===== config.mk =====
export PLATFORM = sky130hd
export DESIGN_NAME = osc_trim_ctrl
export DESIGN_NICKNAME = d
export VERILOG_FILES = /design/src/rtl/osc_trim_pkg.sv /design/src/rtl/osc_trim_rstsync.sv /design/src/rtl/osc_trim_qualify.sv /design/src/rtl/osc_trim_regs.sv /design/src/rtl/osc_trim_lfdiv.sv /design/src/rtl/osc_trim_ctrl.sv
export SDC_FILE = /design/constraint.sdc
export NUM_CORES = 1
export LEC_CHECK = 0
export CORE_MARGIN = 3
export CORE_UTILIZATION = 40
export CTS_CLUSTER_DIAMETER = 60
export DETAILED_ROUTE_END_ITERATION = 6
export PLACE_DENSITY = 0.84
export SYNTH_ARGS = -nofsm -noshare
export SYNTH_HDL_FRONTEND = slang
export SYNTH_SLANG_ARGS = --single-unit

===== constraint.sdc =====
create_clock -name clk -period 1.2 [get_ports clk]
set_input_delay 0.24 -clock clk [delete_from_list [all_inputs] [get_ports clk]]
set_output_delay 0.24 -clock clk [all_outputs]
set_load 0.02 [all_outputs]

===== src/rtl/osc_trim_pkg.sv =====
package osc_trim_pkg;

  localparam int WORD_W = 8;
  localparam int TRIM_W = 5;
  localparam int CFG_W  = 4;
  localparam int FSEL_W = 3;

  // bit positions within the control word
  localparam int LF_BIT   = 7;
  localparam int PLL_BIT  = 6;
  localparam int RSVD_BIT = 5;

  // configuration codes that place the internal oscillator as primary
  localparam logic [CFG_W-1:0] CFG_INT_A = 4'b1000;
  localparam logic [CFG_W-1:0] CFG_INT_B = 4'b1001;

  // frequency selections the multiplier accepts (4 MHz, 8 MHz)
  localparam logic [FSEL_W-1:0] FSEL_4M = 3'b110;
  localparam logic [FSEL_W-1:0] FSEL_8M = 3'b111;

  typedef struct packed {
    logic              lf_sel;
    logic              pll;
    logic              rsvd;
    logic [TRIM_W-1:0] trim;
  } osc_word_t;

  function automatic osc_word_t make_word(logic lf, logic pll, logic [TRIM_W-1:0] trim);
    osc_word_t w;
    w.lf_sel = lf;
    w.pll    = pll;
    w.rsvd   = 1'b0;
    w.trim   = trim;
    return w;
  endfunction

endpackage


===== src/rtl/osc_trim_rstsync.sv =====
module osc_trim_rstsync #(
  parameter int STAGES = 2
) (
  input  logic clk,
  input  logic rst_n,
  output logic rst_n_sync
);

  logic [STAGES-1:0] sync_q;
  logic [STAGES-1:0] sync_d;

  always_comb begin
    sync_d = {sync_q[STAGES-2:0], 1'b1};
  end

  always_ff @(posedge clk or negedge rst_n) begin
    if (!rst_n) begin
      sync_q <= '0;
    end else begin
      sync_q <= sync_d;
    end
  end

  assign rst_n_sync = sync_q[STAGES-1];

endmodule


===== src/rtl/osc_trim_qualify.sv =====
module osc_trim_qualify
  import osc_trim_pkg::*;
(
  input  logic [CFG_W-1:0]  cfg_code,
  input  logic [FSEL_W-1:0] freq_sel,
  output logic              pll_allow
);

  logic cfg_ok;
  logic fsel_ok;

  always_comb begin
    cfg_ok    = (cfg_code == CFG_INT_A) || (cfg_code == CFG_INT_B);
    fsel_ok   = (freq_sel == FSEL_4M) || (freq_sel == FSEL_8M);
    pll_allow = cfg_ok && fsel_ok;
  end

endmodule


===== src/rtl/osc_trim_regs.sv =====
module osc_trim_regs
  import osc_trim_pkg::*;
(
  input  logic              clk,
  input  logic              rst_n,
  input  logic              wr_en,
  input  logic              wr_lf,
  input  logic              wr_pll,
  input  logic [TRIM_W-1:0] wr_trim,
  input  logic              pll_allow,
  output logic              lf_q,
  output logic              pll_q,
  output logic [TRIM_W-1:0] trim_q
);

  logic              lf_d;
  logic              pll_d;
  logic [TRIM_W-1:0] trim_d;
  logic              word_ce;

  always_comb begin
    word_ce = wr_en;
    lf_d    = lf_q;
    trim_d  = trim_q;
    if (word_ce) begin
      lf_d   = wr_lf;
      trim_d = wr_trim;
    end
    // the enable either takes the written value or holds; it is dropped whenever not allowed
    pll_d = (word_ce ? wr_pll : pll_q) && pll_allow;
  end

  always_ff @(posedge clk or negedge rst_n) begin
    if (!rst_n) begin
      lf_q   <= 1'b0;
      trim_q <= '0;
    end else if (word_ce) begin
      lf_q   <= lf_d;
      trim_q <= trim_d;
    end
  end

  always_ff @(posedge clk or negedge rst_n) begin
    if (!rst_n) begin
      pll_q <= 1'b0;
    end else begin
      pll_q <= pll_d;
    end
  end


  trim_load_chk: assert property (@(posedge clk) disable iff (!rst_n)
    wr_en |=> (trim_q == $past(wr_trim)));


  pll_set_chk: assert property (@(posedge clk) disable iff (!rst_n)
    $rose(pll_q) |-> $past(wr_en && wr_pll && pll_allow));


  pll_drop_chk: assert property (@(posedge clk) disable iff (!rst_n)
    !pll_allow |=> !pll_q);

endmodule


===== src/rtl/osc_trim_lfdiv.sv =====
module osc_trim_lfdiv #(
  parameter int DIV_BITS = 8
) (
  input  logic clk,
  input  logic rst_n,
  input  logic en,
  output logic tick
);

  localparam logic [DIV_BITS-1:0] CNT_TOP = {DIV_BITS{1'b1}};

  logic [DIV_BITS-1:0] cnt_q;
  logic [DIV_BITS-1:0] cnt_d;

  always_comb begin
    if (!en) begin
      cnt_d = '0;
    end else begin
      cnt_d = cnt_q + 1'b1;
    end
  end

  always_ff @(posedge clk or negedge rst_n) begin
    if (!rst_n) begin
      cnt_q <= '0;
    end else begin
      cnt_q <= cnt_d;
    end
  end

  assign tick = en && (cnt_q == CNT_TOP);


  tick_single_chk: assert property (@(posedge clk) disable iff (!rst_n)
    tick |=> !tick);


  cnt_hold_chk: assert property (@(posedge clk) disable iff (!rst_n)
    !en |=> (cnt_q == '0));

endmodule


===== src/rtl/osc_trim_ctrl.sv =====
module osc_trim_ctrl
  import osc_trim_pkg::*;
#(
  parameter int DIV_BITS   = 8,
  parameter int SYNC_STAGE = 2
) (
  input  logic              clk,
  input  logic              rst_n,
  input  logic              wr_en,
  input  logic [WORD_W-1:0] wr_data,
  input  logic [CFG_W-1:0]  cfg_code,
  input  logic [FSEL_W-1:0] freq_sel,
  output logic [WORD_W-1:0] rd_data,
  output logic              pll_en,
  output logic              lf_src_sel,
  output logic [TRIM_W-1:0] trim_code,
  output logic              lf_tick
);

  logic              rst_n_int;
  logic              pll_allow;
  logic              lf_q;
  logic              pll_q;
  logic [TRIM_W-1:0] trim_q;
  osc_word_t         rd_word;

  osc_trim_rstsync #(.STAGES(SYNC_STAGE)) u_rstsync (
    .clk        (clk),
    .rst_n      (rst_n),
    .rst_n_sync (rst_n_int)
  );

  osc_trim_qualify u_qualify (
    .cfg_code  (cfg_code),
    .freq_sel  (freq_sel),
    .pll_allow (pll_allow)
  );

  osc_trim_regs u_regs (
    .clk       (clk),
    .rst_n     (rst_n_int),
    .wr_en     (wr_en),
    .wr_lf     (wr_data[LF_BIT]),
    .wr_pll    (wr_data[PLL_BIT]),
    .wr_trim   (wr_data[TRIM_W-1:0]),
    .pll_allow (pll_allow),
    .lf_q      (lf_q),
    .pll_q     (pll_q),
    .trim_q    (trim_q)
  );

  osc_trim_lfdiv #(.DIV_BITS(DIV_BITS)) u_lfdiv (
    .clk   (clk),
    .rst_n (rst_n_int),
    .en    (lf_q),
    .tick  (lf_tick)
  );

  always_comb begin
    pll_en     = pll_q && pll_allow;
    lf_src_sel = lf_q;
    trim_code  = trim_q;
    rd_word    = make_word(lf_q, pll_en, trim_q);
    rd_data    = rd_word;
  end


  reset_quiet_chk: assert property (@(posedge clk)
    !rst_n_int |-> (rd_data == '0 && !lf_tick));


  lf_load_chk: assert property (@(posedge clk) disable iff (!rst_n_int)
    wr_en |=> (lf_src_sel == $past(wr_data[LF_BIT])));

endmodule


* Yosys cells after proc, flatten, opt, wreduce, memory -nomap -nowiden
Index checks and enable logic that the tools add are counted.
Word-level totals: word-level logic and storage cells 19, input port bits 18, output and inout port bits 16, flip-flop bits (word level) 17
Cells by class: reduce and logical (&&, ||, !) cells 6, equality and inequality tests 5, $add $sub $neg 1, mux-type cells 2
Operator list (count):
- 8-bit by 1-bit adder with 8-bit output, second input constant | 1
- 4-bit equality test, second input constant | 2
- 8-bit equality test, second input constant | 1
- 8-bit 2-to-1 mux | 1
- 3-bit equality test, second input constant | 2
- 1-bit logical AND | 4
- 1-bit logical OR | 2
- 1-bit 2-to-1 mux | 1

* Longest topological paths before layout
Gate-level depths: netlist (run 1).
word-level depth 4, gate-level depth with buffers 4, depth with buffers taken out 4

* Cells and area by module
From an unflattened synthesis (run 1), not the netlist that was laid out.
Second synthesis, totals: cell total of the unflattened synthesis 65, area, all modules 798.3 sq um
Modules (own cells, without submodules):
- osc_trim_lfdiv | cells each 34, seq. area each 200.2 sq um, instances 1, area an instance 369.1 sq um
- osc_trim_regs | cells each 16, seq. area each 175.2 sq um, instances 1, area an instance 292.8 sq um
- osc_trim_ctrl | cells each 10, seq. area each 0.0 sq um, instances 1, area an instance 70.1 sq um
- osc_trim_rstsync | cells each 3, seq. area each 50.0 sq um, instances 1, area an instance 53.8 sq um
- osc_trim_qualify | cells each 2, seq. area each 0.0 sq um, instances 1, area an instance 12.5 sq um

* Least setup slack after synthesis (run 1)
No wires, ideal clock.
path type reg-to-output, from register u_regs.pll_q, to output rd_data[6], setup slack -450 ps, path buffers 1, required time 960 ps, stages on the path, launching flop included 4, arrival 1410 ps, path through dfrtp_1 -> inv_1 -> nor4_1 -> buf_4
Between the ends: word-level cells in the longest chain between the ends 1
RTL lines:
- start, declared | RTL line osc_trim_regs.sv:12 | output logic pll_q,
- start signal, assigned | RTL line osc_trim_regs.sv:47 | pll_q <= pll_d;
- 1-bit logical AND | RTL line osc_trim_ctrl.sv:60 | pll_en = pll_q && pll_allow;
- end, declared | RTL line osc_trim_ctrl.sv:13 | output logic [WORD_W-1:0] rd_data,
No other way between the ends.

* Worst setup path in the final report (run 1)
from register u_lfdiv.cnt_q[0], to output lf_tick
Between the ends: word-level cells in the longest chain between the ends 2
RTL lines:
- start, declared | RTL line osc_trim_lfdiv.sv:12 | logic [DIV_BITS-1:0] cnt_q;
- start signal, assigned | RTL line osc_trim_lfdiv.sv:27 | cnt_q <= cnt_d;
- 8-bit equality test | RTL line osc_trim_lfdiv.sv:31 | assign tick = en && (cnt_q == CNT_TOP);
- 1-bit logical AND | RTL line osc_trim_lfdiv.sv:31
- end, declared | RTL line osc_trim_ctrl.sv:17 | output logic lf_tick
No other way between the ends.

==> flow_summary.ini, run 1 <==
[placement]
gp_congestion = 0.789
post-place-ws_ns = -0.768
postPlaceCellArea_mm2 = 0.00116
place_inst = 125
dp_hpwl_mm = 1.37
port_buffers = 29

[synthesis]
syn_area_per_cell_um2 = 11.7
netlist_area_um2 = 771
seq_area_frac_synth_pct = 55.2
synth_area_leaders = dfrtp_1, mux2_2, buf_4
synthesis.nets = 85
yosys.area.top_type = dfrtp_1
async_flop_share_pct = 100
ys_warn_count = 0
synthFlopType = dfrtp_1
ys_ff_latch = 17
netlist.area_leader.share_pct = 55.2
syn_inst = 66
synthDistinctLibCells = 24
synth_enable_flop_cells = 0

[timing]
fmax_mhz = 690
clock_skew_ns = 0.00330
min_period_ns = 1.45
timing.hold.ws_ns = 0.0291
slew_violations = 0
finalSetupViolCount = 7
fin_crit_sh_pct = 121
grt_setup_unrepaired = yes
hold_viol = 0
setup_ws_ns = -0.248

[detailed_routing]
via_count = 640
wire_per_inst_um = 14.2
ant_nets = 0
drc = 0
first_pass_iters = 4
drtIter0Drc = 6
via_per_inst = 4.64
routed_wl_mm = 1.96

[grt]
grt_usage_pct = 15.9
antenna_found_initial = 0
grt_first_pass_wirelength_mm = 2.97
overflow = 0
grt_pass1_vias = 671
grt_max_degree = 15

[finish]
multi_input_area_um2 = 350
nFillCells = 142
final_common_cell = buf_4
drive_gt1_share_pct = 50.4
antenna_cells = 0
fin_area_mm2 = 0.00126
areaGrowthSynthToFinish_pct = 64.0
mostFrequentLayoutCells = buf_4, dfrtp_1, clkdlybuf4s50_1
stdcell_count = 138
layout.nets = 133
seq_area_um2 = 425

[critical_path]
critPathMaxFanout = 3
cpMaxStageDelayCell = dfrtp_1
required_ns = 0.96
slowest_delay_ns = 0.37
end_kind = output pin
worstPathCellList = ha_2, nand2_4, nor3_4, buf_6
arrival_ns = 1.21
crit_path_start_kind = register
critPathKind = register to output pin

[floorplanning]
core-area_mm2 = 0.00176
fp.dieH_um = 49.9
start_util_pct = 43.7
ioPinCount = 34
dieArea_mm2 = 0.00249
die_w_um = 49.9
fp-row-count = 15

[clock_tree]
cts_buffer_depth = 2
clk_pin_slew_ns = 0.10
cts_tree = built
cts_buffers = 3
clockRootBuffer = clkbuf_4
htreeDepth = 1
clock_latency_ns = 0.29
cts-hold-fix-buffers = 0
cts.sinks = 17

[pwr]
cellLeakagePower_nw = 0.617
p_per_area_mw_per_mm2 = 1040
power.total_w = 0.00131
irDropWorstVdd_v = 0.00102

[outcome]
failed_checks = negative setup slack
outcome = complete, but fails checks

[run]
drv_cap = 0

[worst_hold_path]
hp-class = register to asynchronous set/reset pin
final cells by class:
| cell class | instances | share of cell area [%] |
|---|---|---|
| Clock buffer | 4 | 2.08 |
| Inverter | 1 | 0.297 |
| Multi-Input combinational cell | 39 | 27.7 |
| Sequential cell | 17 | 33.7 |
| Tap cell | 25 | 2.48 |
| Timing Repair Buffer | 52 | 33.8 |
state kept, by name (all words and copies together), names as in the netlist:
register	cells
u_regs.trim_q	5
u_regs.lf_q	1
u_regs.pll_q	1
u_rstsync.sync_q	2
u_lfdiv.cnt_q	8
power breakdown:
group	total, W	internal (W)	switching [W]
logic	0.000362	0.000196	0.000166
registers	0.000637	0.000612	0.0000256
clock network	0.000313	0.000129	0.000183
path summary, 6_finish.rpt:
check | from | endpoint | slack (ns) | depth (start not counted)
max | u_lfdiv.cnt_q[0] | lf_tick | -0.25 | 4
min | u_rstsync.sync_q[1] | u_regs.pll_q | 0.03 | 0
max reg2reg | u_lfdiv.cnt_q[0] | u_lfdiv.cnt_q[7] | -0.21 | 6
min reg2reg | u_rstsync.sync_q[1] | u_regs.pll_q | 0.03 | 0
max in group asynchronous | u_rstsync.sync_q[1] | u_regs.trim_q[2] | 0.81 | 1
min in group clk | cfg_code[1] | u_regs.pll_q | 0.31 | 2
synth_stat cells (2+ instances only):
cell      count
nand3_1       2
nand2_1       4
nor4_1        2
buf_4         8
dfrtp_1      17
or3_1         2
and2_1        4
mux2_2        6
o21ai_0       3
a21boi_0      2
xnor2_1       2
conb_1        2
per-layer routing:
layer,vias to the layer above,GRT usage (%),share of wire (%)
met1,313,16.4,37
li1,308,-,-
met4,0,4.15,2.2
met2,14,31.9,58
met5,-,0,0
met3,5,2.72,2.3
through the flow:
stage                     util [%]  setup TNS (ns)
after floorplan                  -         -0.0760
after global placement        65.7           -2.88
after detailed placement      65.7           -3.34
after CTS                     71.3          -0.826
after global routing          71.6           -1.46
final                         71.6           -1.01
what timing repair did:
item	CTS	global route
pin swaps	5	9
endpoints found under the setup margin	17	18
cloned	0	0
setup buffers	6	6
resized for setup	74	17
cells by family after synthesis:
kind of cell	share of synthesized area [%]
muxes	10.1
and+or+nand+nor	15.9
adders and majority gates	1.62
AOI/OAI and AO/OA	3.89
xor gates and xnor gates	3.41
DFF	55.2
other	0.974
buffers and inverters	8.93
worst max-delay path, delay by kind of cell, from the launching register on:
kind / cells / cell delay, ns
buf+inv: 1 / 0.14
simple gates: 2 / 0.18
fa+ha+maj: 1 / 0.22
flops: 1 / 0.37
(Power assumes the default switching activity.)
==> run 2: changes to the inputs <==
- GPL_ROUTABILITY_DRIVEN: default -> 0
- clock period: 1.2 -> 1.6 ns (I/O delays scaled with it)
==> run 2 against run 1 <==
Net effect: the run now ends clean; first-iteration DRC count decreased by 17%; setup slack improved by 0.28 ns; critical path depth unchanged; worst hold slack improved by 0.16 ns; clock power decreased by 29%; register-to-register slack improved by 0.47 ns; sequential power decreased by 24%; critical endpoint unchanged; largest power group unchanged.
==> flow_summary.ini, run 2 (same netlist as run 1, synthesis figures left out) <==
[outcome]
outcome = complete, no violations

[clock_tree]
htreeDepth = 1
cts.sinks = 17
cts_tree = built
cts_buffer_depth = 2
cts_buffers = 3
clk_pin_slew_ns = 0.09
cts-hold-fix-buffers = 0
clockRootBuffer = clkbuf_4
clock_latency_ns = 0.29

[critical_path]
crit_path_start_kind = register
end_kind = output pin
required_ns = 1.28
critPathKind = register to output pin
r2r_start = u_lfdiv.cnt_q[3]
rrSetupSlack_ns = 0.26
r2r_cells = 4
timing.rr.end = u_lfdiv.cnt_q[7]
critPathMaxFanout = 3
arrival_ns = 1.25

[finish]
drive_gt1_share_pct = 28.0
stdcell_count = 125
top_regs = u_lfdiv.cnt_q: 8 flops, u_regs.trim_q: 5 flops, u_rstsync.sync_q: 2 flops
areaGrowthSynthToFinish_pct = 48.5
final_common_cell = dfrtp_1
regMostFlops = u_lfdiv.cnt_q
layout.nets = 120
largest_register_ffs = 8
mostFrequentLayoutCells = dfrtp_1, dlygate4sd2_1, buf_4
antenna_cells = 0
final_core_util_pct = 64.9

[timing]
grt_setup_unrepaired = yes
fin_crit_sh_pct = 97.9
hold_viol = 0
clock_skew_ns = 0.00750
min_period_ns = 1.57
fmax_mhz = 638
max_slew_margin_pct = 59.9
slew_violations = 0
worstMarginPinSlew_ns = 0.601
finalSetupViolCount = 0

[detailed_routing]
first_pass_iters = 4
ant_nets = 0
routed_wl_mm = 1.63
drc = 0
via_per_inst = 4.71
drtIter0Drc = 5
via_count = 589
wire_per_inst_um = 13.1

[grt]
grt_first_pass_wirelength_mm = 2.59
grt_pass1_vias = 563
antenna_found_initial = 0
grt_usage_pct = 14.5
overflow = 0
grt_max_degree = 16

[floorplanning]
fp-row-count = 15
core-area_mm2 = 0.00176
die_w_um = 49.9
dieArea_mm2 = 0.00249
fp.dieH_um = 49.9
ioPinCount = 34
start_util_pct = 43.7

[pwr]
seqPwrFrac_pct = 53.1
p_int_w = 0.000664
power_switching_w = 0.000243
p_per_area_mw_per_mm2 = 792
irDropWorstVdd_v = 0.000551
p_clk_share_pct = 24.6
cellLeakagePower_nw = 0.544
p_comb_share_pct = 22.3
swShare_pct = 26.7

[placement]
port_buffers = 29
dp_hpwl_mm = 1.27
place_inst = 119

[run]
drv_cap = 0

[worst_hold_path]
hp-class = input port to asynchronous set/reset pin
==> run 2: through the flow <==
stage | worst slack, ns | cell area [µm²] | total power, W | TNS, ns | hold slack [ns]
floorplan | 0.127 | 777 | 0.000602 | 0 | 0.0244
global placement | -0.446 | 1090 | 0.000703 | -1.07 | 0.264
detailed placement | -0.524 | 1090 | 0.000708 | -1.21 | 0.270
CTS | 0.00605 | 1130 | 0.000924 | 0 | 0.174
global route | -0.0578 | 1140 | 0.000963 | -0.0578 | 0.155
finish | 0.0330 | 1140 | 0.000907 | 0 | 0.188
==> run 2: cell type report <==
class / instances / area (µm²)
Multi-Input combinational cell: 39 / 309
Inverter: 1 / 3.75
Tap cell: 25 / 31.3
Sequential cell: 17 / 425
Timing Repair Buffer: 39 / 349
Clock buffer: 4 / 26.3
Fill cell: 149 / 619
==> run 2: power by group through the flow <==
| stage | Clock [W] | Combinational [W] | Sequential (W) |
|---|---|---|---|
| 2_1_floorplan | 0 | 0.0000876 | 0.000514 |
| 3_3_place_gp | 0 | 0.000213 | 0.000490 |
| 3_5_place_dp | 0 | 0.000216 | 0.000492 |
| 4_1_cts | 0.000235 | 0.000206 | 0.000483 |
| 5_1_grt | 0.000257 | 0.000219 | 0.000487 |
| 6_report | 0.000223 | 0.000202 | 0.000482 |
==> run 2: worst max-delay path: stages (launching register included) <==
cell	delay, ns
dfrtp_1	0.36
ha_2	0.19
nand2_2	0.08
nor3_2	0.18
buf_4	0.16
==> run 2: how the worst max path moves through the flow <==
stage | from | end | depth (start not counted)
5_1_grt | u_lfdiv.cnt_q[0] | lf_tick | 4
3_3_place_gp | freq_sel[2] | pll_en | 4
4_1_cts | u_regs.trim_q[2] | rd_data[2] | 1
3_5_place_dp | freq_sel[2] | pll_en | 4
2_1_floorplan | u_lfdiv.cnt_q[0] | lf_tick | 3
6_report | u_lfdiv.cnt_q[1] | lf_tick | 4
==> run 2: layer usage <==
layer | track usage (%) | vias to the layer above | wire length (µm)
li1 | - | 283 | -
met1 | 16.0 | 289 | 624
met2 | 23.1 | 15 | 901
met3 | 7.85 | 2 | 91
met4 | 5.53 | 0 | 17
met5 | 0 | - | 0
==> run 2: timing repair <==
action	4_1_cts	5_1_grt
setup endpoints to repair	13	5
resized for setup	34	5
gates cloned	0	0
pin swaps	3	0
buffers inserted	2	0
hold endpoints to repair	0	0
==> run 3: changes to the inputs <==
- CORE_MARGIN: 3 -> default
==> run 3 against run 2 <==
Net effect: final cell count decreased by 0.80%; first-iteration DRC count decreased by 20%; sequential share of layout area decreased by 0.081 points; final area increased by 0.22%; global-route usage increased by 3.0 points; critical path type unchanged; critical endpoint unchanged; largest cell class unchanged; highest routed layer unchanged.
==> flow_summary.ini, run 3 (same netlist as run 1, synthesis figures left out) <==
[timing]
hold_viol = 0
grt_setup_unrepaired = no
slew_violations = 0
min_period_ns = 1.50
finalSetupViolCount = 0
max_slew_margin_pct = 59.7
fmax_mhz = 665
worstMarginPinSlew_ns = 0.605
fin_crit_sh_pct = 94.0
finalSetupTns_ns = 0
clock_skew_ns = 0.00615
timing.hold.ws_ns = 0.183

[critical_path]
crit_path_start_kind = register
end_kind = output pin
critPathMaxFanout = 3
critPathKind = register to output pin
r2r_cells = 4
required_ns = 1.28
timing.rr.end = u_lfdiv.cnt_q[7]
rrSetupSlack_ns = 0.27
r2r_start = u_lfdiv.cnt_q[2]
arrival_ns = 1.18

[finish]
antenna_cells = 0
top_regs = u_lfdiv.cnt_q: 8 flops, u_regs.trim_q: 5 flops, u_rstsync.sync_q: 2 flops
layout.nets = 119
drive_gt1_share_pct = 28.3
mostFrequentLayoutCells = dfrtp_1, dlygate4sd2_1, buf_4
final_common_cell = dfrtp_1
stdcell_count = 124
areaGrowthSynthToFinish_pct = 48.9
largest_register_ffs = 8
regMostFlops = u_lfdiv.cnt_q

[grt]
grt_max_degree = 16
overflow = 0
grt_usage_pct = 17.5
grt_pass1_vias = 605
grt_first_pass_wirelength_mm = 2.53
antenna_found_initial = 0

[pwr]
p_int_w = 0.000665
irDropWorstVdd_v = 0.000674
swShare_pct = 27.2
cellLeakagePower_nw = 0.565
p_per_area_mw_per_mm2 = 796
p_clk_share_pct = 24.7
p_comb_share_pct = 22.4
seqPwrFrac_pct = 52.9
power_switching_w = 0.000248

[detailed_routing]
first_pass_iters = 4
drtIter0Drc = 4
drc = 0
wire_per_inst_um = 13.1
ant_nets = 0
via_per_inst = 4.70
via_count = 583
routed_wl_mm = 1.62

[floorplanning]
ioPinCount = 34
start_util_pct = 43.7
dieArea_mm2 = 0.00211
fp-row-count = 15
core-area_mm2 = 0.00176
fp.dieH_um = 45.9
die_w_um = 45.9

[clock_tree]
clock_latency_ns = 0.29
cts.sinks = 17
cts-hold-fix-buffers = 0
cts_buffer_depth = 2
htreeDepth = 1
clockRootBuffer = clkbuf_4
clk_pin_slew_ns = 0.10
cts_buffers = 3
cts_tree = built

[placement]
port_buffers = 29
dp_hpwl_mm = 1.24
place_inst = 120

[run]
drv_cap = 0

[worst_hold_path]
hp-class = input port to asynchronous set/reset pin

[outcome]
outcome = complete, no violations
[run 3: power by group through the flow]
stage,sequential [W],combinational (W),clock [W]
finish,0.000483,0.000204,0.000226
global route,0.000489,0.000220,0.000264
CTS,0.000484,0.000204,0.000231
detailed placement,0.000493,0.000221,0
global placement,0.000490,0.000215,0
floorplan,0.000514,0.0000876,0
[run 3: worst max-delay path by stage]
| stage | startpoint | to | slack [ns] | cells after the start |
|---|---|---|---|---|
| 2_1_floorplan | u_lfdiv.cnt_q[0] | lf_tick | 0.13 | 3 |
| 3_3_place_gp | freq_sel[2] | rd_data[6] | -0.44 | 4 |
| 3_5_place_dp | freq_sel[2] | pll_en | -0.51 | 4 |
| 4_1_cts | cfg_code[1] | pll_en | 0.002 | 3 |
| 5_1_grt | u_lfdiv.cnt_q[0] | lf_tick | 0.003 | 4 |
| 6_report | u_lfdiv.cnt_q[0] | lf_tick | 0.1 | 4 |
[run 3: final cells by class]
cell class              instances  area [µm²]
multi-input cells              39         312
fillers                       151         617
flip-flops and latches         17         425
clock buffers                   4        26.3
repair buffers                 38         349
inverters                       1        3.75
well taps                      25        31.3
[run 3: per-layer routing]
metal,track usage [%],up-vias,share of wire [%]
li1,-,284,-
met2,29.9,16,54
met4,4.71,0,0.86
met5,0,-,0
met3,7.14,2,5.1
met1,20.1,281,40
[run 3: stage by stage]
stage	utilization, %	worst slack (ns)	total power [W]	area [µm²]
final	65.0	0.0956	0.000913	1150
after global routing	65.0	0.00252	0.000972	1150
after CTS	62.4	0.00246	0.000919	1100
after detailed placement	62.4	-0.508	0.000714	1100
after global placement	62.4	-0.440	0.000704	1100
after floorplan	-	0.127	0.000602	777
[run 3: timing repair]
| item | 4_1_cts | 5_1_grt |
|---|---|---|
| endpoints found under the hold margin | 0 | 0 |
| pin swaps | 3 | 1 |
| setup buffers | 0 | 0 |
| setup endpoints to repair | 13 | 6 |
| resized for setup | 27 | 13 |
[run 3: worst max-delay path: stages, from the launching register on]
cell	delay [ns]
dfrtp_1	0.37
ha_2	0.19
nand2_2	0.07
nor3_2	0.11
buf_4	0.16
